**src/rtl/t1_err_counter_bank.sv**
```systemverilog
module t1_err_counter_bank #(
  parameter int WIDE_W   = 8,
  parameter int NARROW_W = 4
) (
  input  logic                clk,
  input  logic                rst_n,
  input  logic                frame_tick,
  input  logic                bpv_evt,
  input  logic                b8zs_sub,
  input  logic                crc_evt,
  input  logic                fe_evt,
  input  logic                se_evt,
  input  logic                clr_bpv,
  input  logic                clr_crc,
  input  logic                clr_fe,
  input  logic                clr_se,
  input  logic                irq_ack,
  output logic [WIDE_W-1:0]   bpv_cnt,
  output logic                bpv_ovf,
  output logic [WIDE_W-1:0]   crc_cnt,
  output logic                crc_ovf,
  output logic [NARROW_W-1:0] fe_cnt,
  output logic                fe_ovf,
  output logic [NARROW_W-1:0] se_cnt,
  output logic                irq_g2,
  output logic [WIDE_W-1:0]   snap_bpv_cnt,
  output logic                snap_bpv_ovf,
  output logic [WIDE_W-1:0]   snap_crc_cnt,
  output logic                snap_crc_ovf,
  output logic [NARROW_W-1:0] snap_fe_cnt,
  output logic                snap_fe_ovf,
  output logic [NARROW_W-1:0] snap_se_cnt
);

  localparam logic [WIDE_W-1:0]   WIDE_TOP   = '1;
  localparam logic [NARROW_W-1:0] NARROW_TOP = '1;

  // qualified increments: a clear always wins over an event
  wire bpv_hit = bpv_evt & ~b8zs_sub & ~clr_bpv;
  wire crc_hit = crc_evt & ~clr_crc;
  wire fe_hit  = fe_evt  & ~clr_fe;
  wire se_hit  = se_evt  & ~clr_se;

  wire bpv_wrap = bpv_hit & (bpv_cnt == WIDE_TOP);
  wire crc_wrap = crc_hit & (crc_cnt == WIDE_TOP);
  wire fe_wrap  = fe_hit  & (fe_cnt  == NARROW_TOP);

  wire irq_raise = (bpv_wrap & ~bpv_ovf) | (crc_wrap & ~crc_ovf)
                 | (fe_wrap & ~fe_ovf) | se_hit;

  always_ff @(posedge clk) begin
    if (!rst_n || clr_bpv) begin
      bpv_cnt <= '0;
      bpv_ovf <= 1'b0;
    end else if (bpv_hit) begin
      bpv_cnt <= bpv_cnt + 1'b1;
      if (bpv_wrap) bpv_ovf <= 1'b1;
    end
  end

  always_ff @(posedge clk) begin
    if (!rst_n || clr_crc) begin
      crc_cnt <= '0;
      crc_ovf <= 1'b0;
    end else if (crc_hit) begin
      crc_cnt <= crc_cnt + 1'b1;
      if (crc_wrap) crc_ovf <= 1'b1;
    end
  end

  always_ff @(posedge clk) begin
    if (!rst_n || clr_fe) begin
      fe_cnt <= '0;
      fe_ovf <= 1'b0;
    end else if (fe_hit) begin
      fe_cnt <= fe_cnt + 1'b1;
      if (fe_wrap) fe_ovf <= 1'b1;
    end
  end

  always_ff @(posedge clk) begin
    if (!rst_n || clr_se) se_cnt <= '0;
    else if (se_hit)      se_cnt <= se_cnt + 1'b1;
  end

  always_ff @(posedge clk) begin
    if (!rst_n)         irq_g2 <= 1'b0;
    else if (irq_raise) irq_g2 <= 1'b1;
    else if (irq_ack)   irq_g2 <= 1'b0;
  end

  always_ff @(posedge clk) begin
    if (!rst_n) begin
      snap_bpv_cnt <= '0;
      snap_bpv_ovf <= 1'b0;
      snap_crc_cnt <= '0;
      snap_crc_ovf <= 1'b0;
      snap_fe_cnt  <= '0;
      snap_fe_ovf  <= 1'b0;
      snap_se_cnt  <= '0;
    end else if (frame_tick) begin
      snap_bpv_cnt <= bpv_cnt;
      snap_bpv_ovf <= bpv_ovf;
      snap_crc_cnt <= crc_cnt;
      snap_crc_ovf <= crc_ovf;
      snap_fe_cnt  <= fe_cnt;
      snap_fe_ovf  <= fe_ovf;
      snap_se_cnt  <= se_cnt;
    end
  end

endmodule

```
**config.mk**
```make
export PLATFORM = sky130hd
export DESIGN_NAME = t1_err_counter_bank
export DESIGN_NICKNAME = d
export VERILOG_FILES = /design/src/rtl/t1_err_counter_bank.sv
export SDC_FILE = /design/constraint.sdc
export NUM_CORES = 1
export LEC_CHECK = 0
export BUFFER_PORTS_ARGS = -buffer_cell sky130_fd_sc_hd__buf_2
export CAP_MARGIN = 0
export CORE_MARGIN = 5
export CORE_UTILIZATION = 54
export DETAILED_ROUTE_END_ITERATION = 6
export MAX_ROUTING_LAYER = met4
export PLACE_DENSITY = 0.84
export SLEW_MARGIN = 40
export SYNTH_ARGS = -nofsm -noshare
export SYNTH_HDL_FRONTEND = slang
export SYNTH_SLANG_ARGS = --single-unit
```
**constraint.sdc**
```tcl
create_clock -name clk -period 3.65 [get_ports clk]
set_clock_uncertainty 0.2 [all_clocks]
set_input_delay 0.73 -clock clk [delete_from_list [all_inputs] [get_ports clk]]
set_output_delay 0.73 -clock clk [all_outputs]
set_load 0.02 [all_outputs]
```
### Word-level counts from Yosys, hierarchy flattened

Cells that the tools add are included.

* mux-type cells: 2
* shift-type cells: 0
* div/mod/pow operators: 0
* reduce and logical (&&, ||, !) cells: 9
* add/subtract/negate cells: 4
* order comparisons: 0
* $mul: 0
* eq/ne operators: 3
* bitwise logic cells: 22

Operator list (number)
* 8-bit by 1-bit adder with 8-bit output (second input constant): 2
* 8-bit equality test (second input constant): 2
* 1-bit bitwise AND: 11
* 4-bit by 1-bit adder with 4-bit output (second input constant): 2
* 1-bit NOT: 8
* 2-bit AND reduction: 3
* 4-bit equality test (second input constant): 1
* 1-bit logical OR: 4
* 1-bit bitwise OR: 3
* 1-bit 2-to-1 mux: 2
* 2-bit nonzero test: 1
* 1-bit logical NOT: 1

* output and inout port bits: 55
* memory bits (writable): 0
* memory bits (read-only): 0
* bits of input ports: 13
* memories: 0
* latch bits: 0
* register bits after elaboration: 55

### Logic depth before layout (Yosys ltp)

* depth in word-level cells: 9
* gate-level depth with buffers: 5
* mapped depth without buffers: 5

### Worst setup path after synthesis

Ideal clock, no wire load.

* path kind: input -> register
* from: input port clr_crc
* to: register irq_g2
* data arrival time: 1391 ps
* path buffers: 0
* stages on the path: 4
* data required time: 3325 ps
* setup slack: 1934 ps
* library setup time: 125 ps
* cells stage by stage: and4b_4 > nand3_1 > nor2_1 > o41a_1

* cells in the longest elaborated chain, start to end: 8
* elaborated cells on any way between the ends: 9

Ends and longest elaborated chain
* start: declaration: line 14 `input logic clr_crc,`
* 1-bit NOT (*): line 40 `wire crc_hit = crc_evt & ~clr_crc;`
* 1-bit bitwise AND (*): line 40
* 1-bit bitwise AND (*): line 45 `wire crc_wrap = crc_hit & (crc_cnt == WIDE_TOP);`
* 1-bit bitwise AND (*): line 48 `wire irq_raise = (bpv_wrap & ~bpv_ovf) | (crc_wrap & ~crc_ovf)`
* 1-bit bitwise OR (*): line 48
* 1-bit bitwise OR (*) (2 in a row): line 49 `| (fe_wrap & ~fe_ovf) | se_hit;`
* 1-bit 2-to-1 mux or 2-bit nonzero test (tied branches)
* end signal: assignment: line 87 `if (!rst_n) irq_g2 <= 1'b0;`
* end signal: assignment: line 88 `else if (irq_raise) irq_g2 <= 1'b1;`
* end signal: assignment: line 89 `else if (irq_ack) irq_g2 <= 1'b0;`
* end: declaration: line 25 `output logic irq_g2,`

Mark *: on every way between the ends. The rest lies on a longest branch, timed or not.
A chain may end at the register's enable or synchronous reset.

### Final worst setup path

* from: register bpv_cnt[0]
* to: output port bpv_cnt[0]

RTL lines
* start: declaration: line 18 `output logic [WIDE_W-1:0] bpv_cnt,`
* start signal: assignment: line 56 `bpv_cnt <= bpv_cnt + 1'b1;`

No word-level cell between the ends.

==> flow_summary.ini <==
[outcome]
run_status = complete, no violations

[cells_and_area]
fin_util_pct = 66.8
drive_gt1_share_pct = 27.2
final_nets = 295
final_cells = 329
final_cell_mix = 67 x buf_2, 55 x dfxtp_1, 31 x mux2i_1
diodes = 0
mostFrequentLayoutCell = buf_2
areaGrowthSynthToFinish_pct = 20.7

[logic_synthesis]
ys_top_cells_by_area = dfxtp_1 50%, mux2i_1 14%, nor2b_1 8.0%
ys_types = 24
yosys_warnings = 0
synth_top_area_share_pct = 50.1
syn_avg_cell_area_um2 = 10.4
synth_cells = 212
synth_area_leader_cell = dfxtp_1
yosysSeqAreaShare_pct = 50.1
synth_nets = 229
ys_ff_latch = 55
syn_area_mm2 = 0.00220

[drt]
wl_met3_um = 276
vias_per_cell = 5.00
first_pass_iters = 4
met1_length_um = 2030
topRoutingLayerUsed = met4
drt_wl_total_um = 4350
ant_nets = 0
drc_errors = 0
wl_met2_um = 2010
drt_iter0_markers = 93
routedWlPerCell_um = 13.2
vias = 1645

[worst_setup_path]
r2r_slack_ns = 1.97
crit_chain = buf_2
crit_type = reg2out
worstSetupStartpoint = bpv_cnt[0]$_SDFFE_PP0P_
critPathMaxStageDelay_ns = 0.47
cp-end-kind = output pin
critPathLaunchType = register
crit_path_max_fanout = 7
path_delay_family = flip-flops
cpMaxStageDelayCell = dfxtp_1
critical_path_arrival_ns = 0.99
critPathRequiredTime_ns = 2.72
crit_buf_inv = 1
timing.rr.start = crc_cnt[0]$_SDFFE_PP0P_

[clock_network]
clock_latency_ns = 0.29
numCtsBuffers = 5
htree_levels = 2
clk_pin_slew_ns = 0.09
cts_tree = built
cts_root_buf = clkbuf_8
hold_buffers = 0
numClockSinks = 55
post_cts_resize_count = 0
clockBufferDepth = 2
post_cts_buffers = 0

[timing]
whs_ns = 0.290
rsz0062_at_grt = no
relSlewSlack_pct = 46.1
max_freq_mhz = 522
fin_crit_ns = 1.92
fin_tns_setup_ns = 0
maxSlewViolCount = 0
hold_violations = 0
finalSetupViolCount = 0
post-route-worst-setup-slack_ns = 1.73
final.period_utilization_pct = 52.5
worstMarginPinSlew_ns = 0.809

[place]
place_inst = 321
dp_slack_ns = 1.61
gp_congestion = 0.785
io_buffers = 67
dpl.hpwl_um = 3110

[pwr]
powerDensity_mw_per_mm2 = 387
p_leak_nw = 1.24
ir_drop_v = 0.000231

[global_route]
grt.overflow.total = 0
grt_max_degree = 33
antenna_found_initial = 0
track_usage_pct = 17.1
grt_pass1_wl_um = 7110
grt_pass1_vias = 1586

[floorplanning]
chipWidth_um = 73.8
die_h_um = 73.8
dieArea_mm2 = 0.00544
initial_core_util_pct = 55.3
coreArea_mm2 = 0.00397
io_pins = 68
core.rowCount = 23

[run]
max_cap_viol_count = 0

[worst_hold_path]
hp-class = reg2reg
worstHoldStart = bpv_ovf$_SDFFE_PP0P_
layout make-up:
type                       count  area (um2)
tap                           50        62.6
timing repair buffer          67         335
inverter                       5        18.8
sequential                    55        1100
fill                         340        1320
clock buffer                   8         100
multi-input combinational    144        1030
cells in the mapped netlist:
cell type	n
xnor2_1	4
ha_1	4
nand2_1	6
nor2_1	26
clkbuf_1	4
mux2i_1	31
o22ai_1	1
nand3_1	4
xor2_1	16
inv_1	5
and4_1	2
and4b_4	1
nor2b_1	28
buf_2	1
and2_1	1
dfxtp_1	55
nand2b_1	4
o41a_1	1
a21oi_1	3
and4b_1	1
buf_4	3
nor3_1	1
and4bb_4	1
nand4_1	9
sequential cells by signal, indices dropped and copies added, names as in the netlist, 4 cells and up:
name          count
bpv_cnt           8
snap_crc_cnt      8
se_cnt            4
crc_cnt           8
fe_cnt            4
snap_bpv_cnt      8
snap_fe_cnt       4
snap_se_cnt       4
logic make-up after synthesis:
logic type / share of synthesized area (%)
AOI/OAI and AO/OA: 1.48
xor gates and xnor gates: 7.98
adders and majority gates: 2.28
buffers and inverters: 2.79
DFF: 50.1
muxes: 14.1
and+or+nand+nor: 21.2
layer usage:
| metal | vias to the layer above | global-route usage, % |
|---|---|---|
| met4 | 0 | 4.83 |
| met5 | - | - |
| li1 | 837 | - |
| met1 | 759 | 22.0 |
| met2 | 45 | 27.3 |
| met3 | 4 | 3.42 |
final timing paths:
| kind | cells after the start | endpoint |
|---|---|---|
| worst max-delay path | 1 | bpv_cnt[0] |
| worst min-delay path | 2 | bpv_ovf$_SDFFE_PP0P_ |
| worst max register to register | 5 | irq_g2$_SDFFE_PN0P_ |
| worst min register to register | 2 | bpv_ovf$_SDFFE_PP0P_ |
power by group:
| part | leakage (nW) | internal (W) | switching, W |
|---|---|---|---|
| Sequential | 0.444 | 0.000604 | 0.00000558 |
| Combinational | 0.745 | 0.0000275 | 0.0000337 |
| Clock | 0.0515 | 0.000174 | 0.000180 |
| Total | 1.24 | 0.000805 | 0.000219 |
per-stage QoR:
stage | total power [W] | cell area (um2)
after floorplan | 0.000667 | 2200
after global placement | 0.000685 | 2550
after detailed placement | 0.000686 | 2550
after CTS | 0.00104 | 2650
after global routing | 0.00107 | 2650
final | 0.00102 | 2650
(Power assumes the default switching activity.)
